==> src/rtl/seeprom_rd_pkg.sv <==
package seeprom_rd_pkg;

  typedef enum logic [2:0] {
    PH_IDLE, PH_START, PH_WBYTE, PH_RBIT, PH_FIN
  } phase_e;

  typedef enum logic [2:0] {
    SG_WCMD, SG_ADDR, SG_RCMD, SG_DATA, SG_NACK
  } stage_e;

  typedef enum logic [1:0] {
    TX_WRCMD, TX_ADDR, TX_RDCMD
  } txSel_e;

  // strobes from the sequencer to the datapath
  typedef struct packed {
    logic   lineLoad;
    logic   lineClk;
    logic   lineData;
    logic   sampleEn;
    logic   rxShiftEn;
    logic   txLoad;
    txSel_e txSel;
    logic   txShiftEn;
    logic   captureAddr;
    logic   finish;
    logic   finishOk;
  } dpStrobes_t;

endpackage

==> src/rtl/seeprom_rd_ctrl.sv <==
module seeprom_rd_ctrl
  import seeprom_rd_pkg::*;
#(
  parameter int RETRY_LIMIT = 10,
  parameter int POLL_LIMIT  = 10
) (
  input  logic       clk,
  input  logic       rstN,
  input  logic       startReq,
  input  logic       holdDone,
  input  logic       txBit,
  input  logic       bitVal,
  input  logic       lineClkQ,
  input  logic       lineDataQ,
  output dpStrobes_t strb
);

  localparam int CNT_W = $clog2(POLL_LIMIT > 8 ? POLL_LIMIT : 8);
  localparam int TRY_W = $clog2(RETRY_LIMIT > 2 ? RETRY_LIMIT : 2);

  phase_e            phase, phaseN;
  stage_e            stage, stageN;
  logic [1:0]        stepIdx, stepN;
  logic [2:0]        bitIdx, bitN;
  logic [CNT_W-1:0]  pollCnt, pollN;
  logic [TRY_W-1:0]  tryCnt, tryN;
  logic              waiting, waitN;
  logic              okFlag, okN;
  logic              stepClk, stepData, lastStep;

  // line levels for the current step of the current phase
  always_comb begin
    stepClk  = 1'b0;
    stepData = 1'b1;
    unique case (phase)
      PH_START: begin
        stepClk  = (stepIdx == 2'd1) || (stepIdx == 2'd2);
        stepData = (stepIdx != 2'd2);
      end
      PH_WBYTE: begin
        stepClk  = (stepIdx == 2'd1);
        stepData = txBit;
      end
      PH_RBIT: begin
        stepClk  = (stepIdx == 2'd1) || (stepIdx == 2'd2);
        stepData = 1'b1;
      end
      default: ;
    endcase
  end

  assign lastStep = (phase == PH_WBYTE) ? (stepIdx == 2'd2) : (stepIdx == 2'd3);

  always_comb begin
    phaseN = phase;  stageN = stage;  stepN = stepIdx;  bitN = bitIdx;
    pollN  = pollCnt; tryN = tryCnt;  waitN = waiting;  okN  = okFlag;
    strb   = '0;
    unique case (phase)
      PH_IDLE: if (startReq) begin
        strb.captureAddr = 1'b1;
        phaseN = PH_START;  stageN = SG_WCMD;
        tryN   = '0;        stepN  = '0;  waitN = 1'b0;
      end
      PH_FIN: begin
        strb.finish   = 1'b1;
        strb.finishOk = okFlag;
        phaseN        = PH_IDLE;
      end
      default: begin
        if (!waiting) begin
          strb.lineLoad = 1'b1;
          strb.lineClk  = stepClk;
          strb.lineData = stepData;
          waitN         = 1'b1;
        end else if (holdDone) begin
          waitN = 1'b0;
          if (phase == PH_RBIT && stepIdx == 2'd1) begin
            strb.sampleEn  = 1'b1;
            strb.rxShiftEn = (stage == SG_DATA);
          end
          if (!lastStep) stepN = stepIdx + 2'd1;
          else begin
            stepN = '0;
            unique case (phase)
              PH_START: begin
                phaseN       = PH_WBYTE;
                bitN         = '0;
                strb.txLoad  = 1'b1;
                strb.txSel   = (stage == SG_RCMD) ? TX_RDCMD : TX_WRCMD;
              end
              PH_WBYTE: begin
                strb.txShiftEn = 1'b1;
                if (bitIdx == 3'd7) begin
                  phaseN = PH_RBIT;
                  pollN  = '0;
                end else bitN = bitIdx + 3'd1;
              end
              default: begin  // PH_RBIT
                if (stage == SG_DATA) begin
                  if (pollCnt == CNT_W'(7)) begin
                    stageN = SG_NACK;  pollN = '0;
                  end else pollN = pollCnt + 1'b1;
                end else if (stage == SG_NACK) begin
                  if (bitVal) begin
                    phaseN = PH_FIN;  okN = 1'b1;
                  end else if (pollCnt == CNT_W'(POLL_LIMIT - 1)) begin
                    phaseN = PH_FIN;  okN = 1'b0;
                  end else pollN = pollCnt + 1'b1;
                end else if (!bitVal) begin  // acknowledge seen
                  if (stage == SG_WCMD) begin
                    stageN = SG_ADDR;  phaseN = PH_WBYTE;  bitN = '0;
                    strb.txLoad = 1'b1;
                    strb.txSel  = TX_ADDR;
                  end else if (stage == SG_ADDR) begin
                    stageN = SG_RCMD;  phaseN = PH_START;  tryN = '0;
                  end else begin
                    stageN = SG_DATA;  pollN = '0;
                  end
                end else if (pollCnt == CNT_W'(POLL_LIMIT - 1)) begin
                  if (stage == SG_ADDR || tryCnt == TRY_W'(RETRY_LIMIT - 1)) begin
                    phaseN = PH_FIN;  okN = 1'b0;
                  end else begin
                    tryN = tryCnt + 1'b1;  phaseN = PH_START;
                  end
                end else pollN = pollCnt + 1'b1;
              end
            endcase
          end
        end
      end
    endcase
  end

  always_ff @(posedge clk or negedge rstN) begin
    if (!rstN) begin
      phase   <= PH_IDLE;  stage  <= SG_WCMD;  stepIdx <= '0;  bitIdx <= '0;
      pollCnt <= '0;       tryCnt <= '0;       waiting <= 1'b0; okFlag <= 1'b0;
    end else begin
      phase   <= phaseN;   stage  <= stageN;   stepIdx <= stepN;  bitIdx <= bitN;
      pollCnt <= pollN;    tryCnt <= tryN;     waiting <= waitN;  okFlag <= okN;
    end
  end

  AST_CLK_HIGH_DATA_ONLY_IN_START: assert property (@(posedge clk) disable iff (!rstN)
    (strb.lineLoad && lineClkQ && strb.lineClk && (strb.lineData != lineDataQ))
      |-> (phase == PH_START));

  AST_IDLE_CLOCK_LOW: assert property (@(posedge clk) disable iff (!rstN)
    (phase == PH_IDLE) |-> !lineClkQ);

endmodule

==> src/rtl/seeprom_rd_dp.sv <==
module seeprom_rd_dp
  import seeprom_rd_pkg::*;
#(
  parameter int         HOLD_CYCLES = 8,
  parameter logic [7:0] WR_CMD      = 8'hA0,
  parameter logic [7:0] RD_CMD      = 8'hA1
) (
  input  logic       clk,
  input  logic       rstN,
  input  dpStrobes_t strb,
  input  logic [7:0] wordAddr,
  input  logic       eeDataIn,
  output logic       lineClkQ,
  output logic       lineDataQ,
  output logic       holdDone,
  output logic       txBit,
  output logic       bitVal,
  output logic [7:0] rdByte,
  output logic       rdDone
);

  localparam int HW = $clog2(HOLD_CYCLES + 1);

  logic [HW-1:0] holdCnt;
  logic [7:0]    addrReg, txShift, rxShift;
  logic [1:0]    syncQ;

  assign holdDone = (holdCnt == '0);
  assign txBit    = txShift[7];

  // line registers and hold timer
  always_ff @(posedge clk or negedge rstN) begin
    if (!rstN) begin
      lineClkQ  <= 1'b0;
      lineDataQ <= 1'b1;
      holdCnt   <= '0;
    end else if (strb.lineLoad) begin
      lineClkQ  <= strb.lineClk;
      lineDataQ <= strb.lineData;
      holdCnt   <= HW'(HOLD_CYCLES);
    end else if (!holdDone) begin
      holdCnt   <= holdCnt - 1'b1;
    end
  end

  // transmit shifter
  always_ff @(posedge clk or negedge rstN) begin
    if (!rstN) begin
      addrReg <= '0;
      txShift <= '0;
    end else begin
      if (strb.captureAddr) addrReg <= wordAddr;
      if (strb.txLoad) begin
        unique case (strb.txSel)
          TX_WRCMD: txShift <= WR_CMD;
          TX_ADDR:  txShift <= addrReg;
          default:  txShift <= RD_CMD;
        endcase
      end else if (strb.txShiftEn) begin
        txShift <= {txShift[6:0], 1'b0};
      end
    end
  end

  // receive path with input resynchroniser
  always_ff @(posedge clk or negedge rstN) begin
    if (!rstN) begin
      syncQ   <= 2'b11;
      bitVal  <= 1'b1;
      rxShift <= '0;
      rdByte  <= 8'hFF;
      rdDone  <= 1'b0;
    end else begin
      syncQ  <= {syncQ[0], eeDataIn};
      rdDone <= strb.finish;
      if (strb.sampleEn)  bitVal  <= syncQ[1];
      if (strb.rxShiftEn) rxShift <= {rxShift[6:0], syncQ[1]};
      if (strb.finish)    rdByte  <= strb.finishOk ? rxShift : 8'hFF;
    end
  end

  // gap tracker for the hold assertion
  logic [HW-1:0] sinceChg;
  logic          willChange;
  assign willChange = strb.lineLoad &&
                      ({strb.lineClk, strb.lineData} != {lineClkQ, lineDataQ});

  always_ff @(posedge clk or negedge rstN) begin
    if (!rstN)                              sinceChg <= HW'(HOLD_CYCLES);
    else if (willChange)                    sinceChg <= '0;
    else if (sinceChg != HW'(HOLD_CYCLES))  sinceChg <= sinceChg + 1'b1;
  end

  AST_LINE_HOLD_MIN: assert property (@(posedge clk) disable iff (!rstN)
    willChange |-> (sinceChg == HW'(HOLD_CYCLES)));

  AST_DONE_SINGLE_CYCLE: assert property (@(posedge clk) disable iff (!rstN)
    rdDone |=> !rdDone);

  AST_BYTE_STABLE_BETWEEN_DONES: assert property (@(posedge clk) disable iff (!rstN)
    !rdDone |-> $stable(rdByte));

endmodule

==> src/rtl/seeprom_rand_reader.sv <==
module seeprom_rand_reader
  import seeprom_rd_pkg::*;
#(
  parameter int         HOLD_CYCLES = 8,
  parameter int         RETRY_LIMIT = 10,
  parameter int         POLL_LIMIT  = 10,
  parameter logic [7:0] WR_CMD      = 8'hA0,
  parameter logic [7:0] RD_CMD      = 8'hA1
) (
  input  logic       clk,
  input  logic       rstN,
  input  logic       startReq,
  input  logic [7:0] wordAddr,
  input  logic       eeDataIn,
  output logic       eeClk,
  output logic       eeDataLow,
  output logic [7:0] rdByte,
  output logic       rdDone
);

  dpStrobes_t strb;
  logic holdDone, txBit, bitVal, lineClkQ, lineDataQ;

  seeprom_rd_ctrl #(
    .RETRY_LIMIT(RETRY_LIMIT),
    .POLL_LIMIT (POLL_LIMIT)
  ) ctrl_i (
    .clk      (clk),
    .rstN     (rstN),
    .startReq (startReq),
    .holdDone (holdDone),
    .txBit    (txBit),
    .bitVal   (bitVal),
    .lineClkQ (lineClkQ),
    .lineDataQ(lineDataQ),
    .strb     (strb)
  );

  seeprom_rd_dp #(
    .HOLD_CYCLES(HOLD_CYCLES),
    .WR_CMD     (WR_CMD),
    .RD_CMD     (RD_CMD)
  ) dp_i (
    .clk      (clk),
    .rstN     (rstN),
    .strb     (strb),
    .wordAddr (wordAddr),
    .eeDataIn (eeDataIn),
    .lineClkQ (lineClkQ),
    .lineDataQ(lineDataQ),
    .holdDone (holdDone),
    .txBit    (txBit),
    .bitVal   (bitVal),
    .rdByte   (rdByte),
    .rdDone   (rdDone)
  );

  assign eeClk     = lineClkQ;
  assign eeDataLow = ~lineDataQ;

endmodule

==> config.mk <==
export PLATFORM = sky130hd
export DESIGN_NAME = seeprom_rand_reader
export DESIGN_NICKNAME = d
export VERILOG_FILES = /design/src/rtl/seeprom_rd_pkg.sv /design/src/rtl/seeprom_rd_ctrl.sv /design/src/rtl/seeprom_rd_dp.sv /design/src/rtl/seeprom_rand_reader.sv
export SDC_FILE = /design/constraint.sdc
export NUM_CORES = 1
export LEC_CHECK = 0
export CAP_MARGIN = 20
export CORE_ASPECT_RATIO = 1.2
export CORE_MARGIN = 3
export CORE_UTILIZATION = 55
export CTS_CLUSTER_SIZE = 30
export DETAILED_ROUTE_END_ITERATION = 7
export PLACE_DENSITY_LB_ADDON = 0.08
export REMOVE_ABC_BUFFERS = 1
export SYNTH_ARGS = -nofsm -noshare
export SYNTH_HDL_FRONTEND = slang
export SYNTH_SLANG_ARGS = --single-unit
export TNS_END_PERCENT = 100
==> constraint.sdc <==
create_clock -name clk -period 2.63 [get_ports clk]
set_clock_uncertainty 0.15 [all_clocks]
set_input_delay 0.526 -clock clk [delete_from_list [all_inputs] [get_ports clk]]
set_output_delay 0.526 -clock clk [all_outputs]
set_load 0.05 [all_outputs]
; Word-level counts from Yosys, hierarchy flattened
; Index checks and enable logic that the tools add are counted.
; W data, S select, Z words.
[totals]
register_bits = 63
latchBits = 0
ram_bits = 0
romBits = 0
inputBits = 12
out_inout_bits = 11
elab_cells = 198
n_memories = 0
[classes]
addsub = 5
mul = 0
div_mod_pow = 0
magnitude_cmp = 0
n_eq_ne = 40
shift = 0
mux = 97
bitwise_logic = 6
reduce_logical = 32
[ops]
columns = cell, n
row1 = $mux W3, 34
row2 = $mux W4, 24
row3 = $reduce_and A9 Y1, 4
row4 = $pmux W3 S2, 5
row5 = $mux W8, 3
row6 = $pmux W4 S2, 2
row7 = $pmux W8 S2, 1
row8 = $reduce_bool A2 Y1, 8
row9 = $ne A3 B3 Y1 const B, 5
row10 = $reduce_bool A3 Y1, 5
row11 = $mux W1, 14
row12 = $mux W2, 7
row13 = $ne A2 B2 Y1 const B, 7
row14 = $eq A3 B2 Y1 const B, 4
row15 = $mux W6, 2
row16 = $ne A3 B2 Y1 const B, 4
row17 = $reduce_and A12 Y1, 1
row18 = $ne A5 B1 Y1 const B, 2
row19 = $reduce_and A10 Y1, 1
row20 = $eq A3 B3 Y1 const B, 3
row21 = $mux W9, 1
row22 = $add A4 B1 Y4 const B, 2
row23 = $eq A4 B4 Y1 const B, 2
row24 = $ne A4 B4 Y1 const B, 2
row25 = other kinds (23), 37

; Depth between registers and ports, before layout
; Gate-level depths: netlist (run 1).
[depth]
word_depth = 13
mapped_depth = 9
mapped_depth_nobuf = 7

; Cells and area by module
; A second synthesis (run 1) with hierarchy kept.
[unflattened]
cells_unflattened = 325
hier_area_um2 = 3439.5
[by_module_without_submodules]
columns = module, instances, cells_per_inst, area_per_inst_um2, seq_area_each_um2
row1 = seeprom_rd_dp, 1, 137, 1726.7, 1066.0
row2 = seeprom_rd_ctrl, 1, 187, 1709.1, 525.5
row3 = seeprom_rand_reader, 1, 1, 3.8, 0.0

; Worst setup path before layout (run 1)
; OpenSTA, ideal clock, no wires.
[synth_timing]
path_type = register -> register
start = reg ctrl_i.phase[0]
end = reg ctrl_i.tryCnt[1]
setup_ns = 0.125
t_arrival_ns = 1.798
required_time_ns = 2.355
slack_ns = 0.557
path_stages_with_launch = 7
path_buffers = 1
synth_period_minus_slack_ns = 2.073
cell_sequence = dfrtp_1 > buf_4 > nor3b_4 > mux2_4 > a41oi_1 > a21o_1 > mux2_2
[synth_between]
elab_chain_cells = 4
word_cells_on_any_way = 20
classes_between = eq/ne: 10 / mux: 2 / bitwise: 1 / reduce/logical: 7
[synth_lines]
columns = element, line_no
row1 = start: declaration, seeprom_rd_ctrl.sv:21  ; phase_e phase, phaseN;
row2 = start signal: assignment, seeprom_rd_ctrl.sv:139  ; phase <= phaseN; stage <= stageN; stepIdx <= stepN; bitIdx <= bitN;
row3 = $eq A3 B1 Y1 / $eq A3 B2 Y1 (equally long branches), "seeprom_rd_ctrl.sv:84, seeprom_rd_ctrl.sv:52"
row4 = $reduce_or A2 Y1 (no line) / $mux W1 (equally long branches), n/a
row5 = $ne A2 B1 Y1 (no line) / $reduce_bool A2 Y1 (equally long branches), n/a
row6 = $reduce_and A12 Y1 (no line), n/a
row7 = end signal: assignment, seeprom_rd_ctrl.sv:140  ; pollCnt <= pollN; tryCnt <= tryN; waiting <= waitN; okFlag <= okN;
row8 = end: declaration, seeprom_rd_ctrl.sv:26  ; logic [TRY_W-1:0] tryCnt, tryN;
; Parallel ways exist; a longest one is shown, timed or not.
; A chain may end at the register's enable or synchronous reset.

; Final worst setup path (run 1)
[layout_timing]
start = reg dp_i.holdCnt[0]
end = reg dp_i.txShift[6]
[layout_between]
elab_chain_cells = 7
word_cells_on_any_way = 9
classes_between = eq/ne: 1 / mux: 5 / reduce/logical: 3
[layout_lines]
columns = element, line_no
row1 = start: declaration, seeprom_rd_dp.sv:24  ; logic [HW-1:0] holdCnt;
row2 = start signal: assignment, seeprom_rd_dp.sv:40  ; holdCnt <= HW'(HOLD_CYCLES);
row3 = start signal: assignment, seeprom_rd_dp.sv:42  ; holdCnt <= holdCnt - 1'b1;
row4 = $logic_not A4 Y1 *, seeprom_rd_dp.sv:28  ; assign holdDone = (holdCnt == '0);
row5 = $mux W6 *, seeprom_rd_ctrl.sv:75  ; end else if (holdDone) begin
row6 = $mux W6 *, seeprom_rd_ctrl.sv:70  ; if (!waiting) begin
row7 = $mux W9 *, seeprom_rd_ctrl.sv:58  ; unique case (phase)
row8 = $eq A2 B1 Y1 / $logic_not A2 Y1 (equally long branches), seeprom_rd_dp.sv:54  ; unique case (strb.txSel)
row9 = $pmux W8 S2, seeprom_rd_dp.sv:54
row10 = $mux W8, seeprom_rd_dp.sv:53  ; if (strb.txLoad) begin
row11 = end signal: assignment, seeprom_rd_dp.sv:56  ; TX_ADDR: txShift <= addrReg;
row12 = end signal: assignment, seeprom_rd_dp.sv:60  ; txShift <= {txShift[6:0], 1'b0};
row13 = end: declaration, seeprom_rd_dp.sv:25  ; logic [7:0] addrReg, txShift, rxShift;
; Every way passes the cells marked *; elsewhere a longest branch is shown, timed or not.

==> run_results.csv, run 1 <==
group,metric,value,unit
status,status,"finished, final reports clean",
die,design.core.area,0.00582,mm2
clock_tree,clk_path_buf_depth,2,
final_layout,mostFrequentLayoutCell,"dfrtp_1",
synth,synth_warnings,0,
setup_path,r2r_cells,7,
global_route,grt_pass1_vias,2453,
setup_path,cp.required,2.71,ns
global_route,grt.overflow.total,0,
sta,finalSetupViolations,0,
synth,ys_ff_latch,63,
synth,synthFlopType,"dfrtp_1",
global_route,grt_max_degree,34,
final_layout,regArea,0.00159,mm2
setup_path,cp-start-kind,"flop",
final_layout,drive_above_1_share,0.164,
clock_tree,cts-root-buf,"clkbuf_8",
run,maxCapViolations,0,
sta,hold_violations,0,
setup_path,cp_max_fo,11,
detailed_routing,drt_iter0_markers,164,
die,rows,30,
hold_path,hp-class,"in2async",
detailed_routing,ant_nets,0,
sta,worst_pin_slew,0.617,ns
global_route,grt_pass1_wl,11500,um
clock_tree,cts_tree,"built",
synth,synthTopCellsByArea,"dfrtp_1, dfstp_2, ha_1",
power_and_ir_drop,finalPower,2870,uW
detailed_routing,vias,2627,
power_and_ir_drop,power.density,736,mW/mm2
clock_tree,hold_buffers,0,
die,start_util,0.586,
clock_tree,clk_pin_slew,0.08,ns
die,chipWidth,77.9,um
placement,post-dp-hpwl,4750,um
clock_tree,tritoncts.num_buffers,9,
setup_path,regToRegSetupSlack,0.26,ns
detailed_routing,wl_per_cell,15.4,um
final_layout,antennaDiodeCount,0,
sta,rsz0062_at_grt,"false",
power_and_ir_drop,leakage,0.00167,uW
detailed_routing,viasPerCell,5.97,
global_route,grt_usage,0.204,
clock_tree,clk_latency,0.34,ns
die,ios,23,
detailed_routing,finalWirelength,6800,um
synth,postSynth.asyncResetShare,1.00,
synth,synth.top_cell.area_share,0.374,
final_layout,multi_input_area,0.00162,mm2
setup_path,r2r_start,"dp_i.holdCnt[0]",
clock_tree,cts_sinks,63,
placement,routabilityCongestion,0.891,
synth,netlist_area,0.00341,mm2
sta,slew_headroom,0.586,
synth,synthDistinctLibCells,66,
clock_tree,cts.repair.resized,0,
synth,yosys.area.top_type,"dfrtp_1",
die,die_h,92.3,um
sta,fin_crit_sh,0.902,
synth,avgSynthCellArea,10.2,um2
final_layout,layout_common_cells,"dfrtp_1, nor2_1, nand2_1",
final_layout,fillers,473,
synth,synthCells,336,
setup_path,cp.arrival,2.45,ns
detailed_routing,dr.pass1.iters,5,
synth,seq_area_frac_synth,0.467,
final_layout,final_nets,377,
sta,final-max-slew-violation-count,0,
power_and_ir_drop,vdd_ir_drop_max,0.405,mV
setup_path,path_class,"reg2reg",
placement,io_buffers,22,
detailed_routing,drc,0,
synth,synth_edf_count,0,
sta,clock.fmax,421,MHz
setup_path,cp-end-kind,"flop",
clock_tree,cts_max_level,3,
sta,period_needed,2.37,ns
setup_path,r2r-end,"dp_i.txShift[6]",
clock_tree,cts_setup_buffers,0,
die,dieArea,0.00719,mm2
sta,tns,0,ns
global_route,antenna_found_initial,0,
final_layout,area_growth,14.3,%
## registers in the layout, indices dropped and copies added, names as in the netlist, 2 cells and up
| name | flops |
|---|---|
| dp_i.txShift | 8 |
| ctrl_i.tryCnt | 4 |
| dp_i.syncQ | 2 |
| ctrl_i.stepIdx | 2 |
| dp_i.rdByte | 8 |
| ctrl_i.phase | 3 |
| ctrl_i.pollCnt | 4 |
| dp_i.addrReg | 8 |
| dp_i.holdCnt | 4 |
| dp_i.rxShift | 8 |
| ctrl_i.stage | 3 |
| ctrl_i.bitIdx | 3 |
## synthesized netlist by cell type (4+ instances only)
cell	n
a31oi_1	12
nand2b_1	5
ha_1	10
a211oi_1	4
nand3b_1	5
nand3_1	10
o31ai_1	8
and3_1	7
dfrtp_1	51
buf_2	10
nor3b_1	5
mux2_2	11
nand2_1	29
o21ai_0	17
dfstp_2	12
nor2_1	29
nor3_1	5
a221o_1	4
a21oi_1	6
inv_1	19
mux2i_1	6
## per-stage QoR
step            util  instances  hold slack [ns]  setup WS (ns)  instance area [um2]
4_1_cts        0.670        440           0.0213          0.252                 3900
3_3_place_gp   0.629        424            0.201          0.291                 3660
6_report       0.670        440          0.00977          0.257                 3900
5_1_grt        0.670        440           0.0336         0.0810                 3900
2_1_floorplan      -        316           0.0804          0.334                 3280
3_5_place_dp   0.629        424            0.203          0.256                 3660
## power by group
| group | leakage, uW | internal [uW] | total [uW] | switching, uW |
|---|---|---|---|---|
| sequential | 0.000806 | 1120 | 1240 | 122 |
| combinational | 0.000746 | 282 | 629 | 347 |
| clock | 0.000119 | 613 | 1000 | 388 |
## worst max-delay path by stage
| stage | endpoint | start | depth (start not counted) | slack, ns |
|---|---|---|---|---|
| after global routing | dp_i.txShift[1] | dp_i.holdCnt[1] | 7 | 0.08 |
| after CTS | rdByte[0] | dp_i.rdByte[0] | 1 | 0.25 |
| after detailed placement | dp_i.txShift[3] | dp_i.holdCnt[0] | 7 | 0.26 |
| after floorplan | ctrl_i.tryCnt[1] | ctrl_i.phase[1] | 5 | 0.33 |
| after global placement | ctrl_i.phase[2] | startReq | 6 | 0.29 |
| final | dp_i.txShift[6] | dp_i.holdCnt[0] | 7 | 0.26 |
## critical path, stage by stage (launching register included)
cell and delay (ns):
dfrtp_1 0.40, inv_1 0.07, ha_1 0.21, and4bb_2 0.45
nand4b_1 0.17, o21bai_1 0.30, and3_1 0.26, a221o_1 0.25
## per-layer routing
layer,global-route usage,routed length [um],vias up
met4,0.119,171,0
met5,0,0,-
li1,-,-,1262
met1,0.271,3170,1271
met2,0.306,3130,78
met3,0.0413,325,16
## cells by family after synthesis
logic type,share of synthesized area
compound gates,0.163
buf+inv,0.0580
xor+xnor,0.00771
fa+ha+maj,0.0396
simple gates,0.203
flops,0.467
mux,0.0616
## layout make-up
class,count,share of cell area
clock buffer,12,0.0424
sequential,63,0.408
multi-input combinational,234,0.416
clock inverter,4,0.0196
timing repair buffer,28,0.0700
inverter,19,0.0183
tap,80,0.0257
No activity file was read; power rests on OpenSTA's default activity.
==> run 2, diff against run 1 <==
--- a/config.mk
+++ b/config.mk
@@ -12,7 +12,6 @@
 export CTS_CLUSTER_SIZE = 30
 export DETAILED_ROUTE_END_ITERATION = 7
 export PLACE_DENSITY_LB_ADDON = 0.08
-export REMOVE_ABC_BUFFERS = 1
 export SYNTH_ARGS = -nofsm -noshare
 export SYNTH_HDL_FRONTEND = slang
 export SYNTH_SLANG_ARGS = --single-unit
==> run 2 against run 1 <==
Cell count rose by 0.23%. Critical endpoint unchanged. Global-route usage fell by 0.41 points. Total power fell by 7.6%. Fmax fell by 1.0%. Count of clock-buffer cells in the layout rose by 2. Routed wire length fell by 3.5%. Non-clock buffer count rose by 1.
==> run_results.csv, run 2 (synthesized netlist as in run 1, its figures left out) <==
group,metric,value,unit
sta,worst_pin_slew,0.619,ns
detailed_routing,drt-met1-wl,3080,um
run,maxCapViolations,0,
detailed_routing,dr_wl_met3,286,um
sta,final-max-slew-violation-count,0,
detailed_routing,drc,0,
placement,routabilityCongestion,0.856,
setup_path,cp_slowest_cell,"and4bb_2",
global_route,grt_usage,0.199,
sta,tns,0,ns
final_layout,fillers,466,
clock_tree,cts_setup_buffers,0,
power_and_ir_drop,power.density,690,mW/mm2
global_route,antenna_found_initial,0,
sta,rsz0062_at_grt,"false",
setup_path,crit_buf_inv,1,
clock_tree,cts_max_level,3,
sta,fin_crit_sh,0.912,
detailed_routing,dr.pass1.iters,4,
setup_path,cp-start-kind,"flop",
clock_tree,tritoncts.num_buffers,9,
clock_tree,hold_buffers,0,
detailed_routing,ant_nets,0,
setup_path,crit_chain,"inv_1 -> ha_1 -> and4bb_2 -> nand4b_1 -> o21bai_1 -> and3_1 -> a221o_1",
setup_path,path_class,"reg2reg",
sta,clock.fmax,417,MHz
placement,post-dp-hpwl,4590,um
final_layout,mostFrequentLayoutCell,"dfrtp_1",
global_route,grt_max_degree,64,
hold_path,hp-class,"in2async",
final_layout,drive_above_1_share,0.152,
die,chipWidth,77.9,um
setup_path,cp.required,2.70,ns
detailed_routing,wl_per_cell,14.9,um
clock_tree,cts-root-buf,"clkbuf_8",
clock_tree,clk_path_buf_depth,2,
global_route,grt_pass1_vias,2390,
setup_path,cp.arrival,2.47,ns
setup_path,cp_max_fo,11,
setup_path,max_stage_delay,0.45,ns
synth,syn_nets,358,
final_layout,antennaDiodeCount,0,
clock_tree,clk_pin_slew,0.07,ns
power_and_ir_drop,leakage,0.00165,uW
clock_tree,cts.repair.resized,0,
detailed_routing,route.top_layer_used,"met4",
clock_tree,cts_tree,"built",
sta,slew_headroom,0.584,
global_route,grt_pass1_wl,11300,um
setup_path,regToRegSetupSlack,0.23,ns
detailed_routing,drt_iter0_markers,136,
setup_path,cp-end-kind,"flop",
placement,io_buffers,22,
power_and_ir_drop,finalPower,2650,uW
final_layout,final_nets,378,
detailed_routing,vias,2543,
detailed_routing,viasPerCell,5.77,
sta,period_needed,2.40,ns
global_route,grt.overflow.total,0,
clock_tree,clk_latency,0.34,ns
die,ios,23,
final_layout,fin_cells,441,
detailed_routing,wl_met2,3100,um
clock_tree,cts_sinks,63,
sta,hold_violations,0,
final_layout,area_growth,12.7,%
placement,dp_slack,0.282,ns
die,rows,30,
detailed_routing,finalWirelength,6560,um
die,start_util,0.586,
sta,fin_ws,0.232,ns
die,die_h,92.3,um
sta,finalSetupViolations,0,
die,design.core.area,0.00582,mm2
placement,place_inst,425,
setup_path,path_delay_family,"simple AND/OR/NAND/NOR gates",
power_and_ir_drop,vdd_ir_drop_max,0.386,mV
status,status,"finished, final reports clean",
die,dieArea,0.00719,mm2
final_layout,layout_common_cells,"dfrtp_1, nor2_1, nand2_1",
-- run 2: final cells by class --
| type | count | area [um2] | share of cell area |
|---|---|---|---|
| Clock buffer | 14 | 143 | 0.0371 |
| Inverter | 19 | 71.3 | 0.0186 |
| Clock inverter | 2 | 35.0 | 0.00912 |
| Multi-Input combinational cell | 234 | 1620 | 0.422 |
| Timing Repair Buffer | 29 | 280 | 0.0729 |
| Tap cell | 80 | 100 | 0.0261 |
| Sequential cell | 63 | 1590 | 0.414 |
-- run 2: where the power goes --
part / total, uW / switching, uW / internal (uW)
combinational: 618 / 336 / 282
clock: 791 / 353 / 439
sequential: 1240 / 122 / 1120
total: 2650 / 811 / 1840
-- run 2: worst paths after layout --
check,startpoint,end,cells past startpoint
worst max-delay path,dp_i.holdCnt[0],dp_i.txShift[6],7
worst min register to register,dp_i.syncQ[0],dp_i.syncQ[1],0
min in group clk,dp_i.syncQ[0],dp_i.syncQ[1],0
max in group asynchronous,rstN,dp_i.syncQ[0],2
worst max register to register,dp_i.holdCnt[0],dp_i.txShift[6],7
worst min-delay path,rstN,dp_i.holdCnt[3],2
-- run 2: layer usage --
metal,GRT usage,up-vias
met5,0,-
li1,-,1253
met1,0.254,1225
met3,0.0580,9
met4,0.0668,0
met2,0.324,56
-- run 2: through the flow --
stage               area [um2]  hold WS (ns)   util
floorplan                 3410        0.0804      -
global placement          3660         0.198  0.630
detailed placement        3660         0.209  0.630
CTS                       3840        0.0393  0.660
global route              3840        0.0466  0.660
finish                    3840        0.0368  0.660
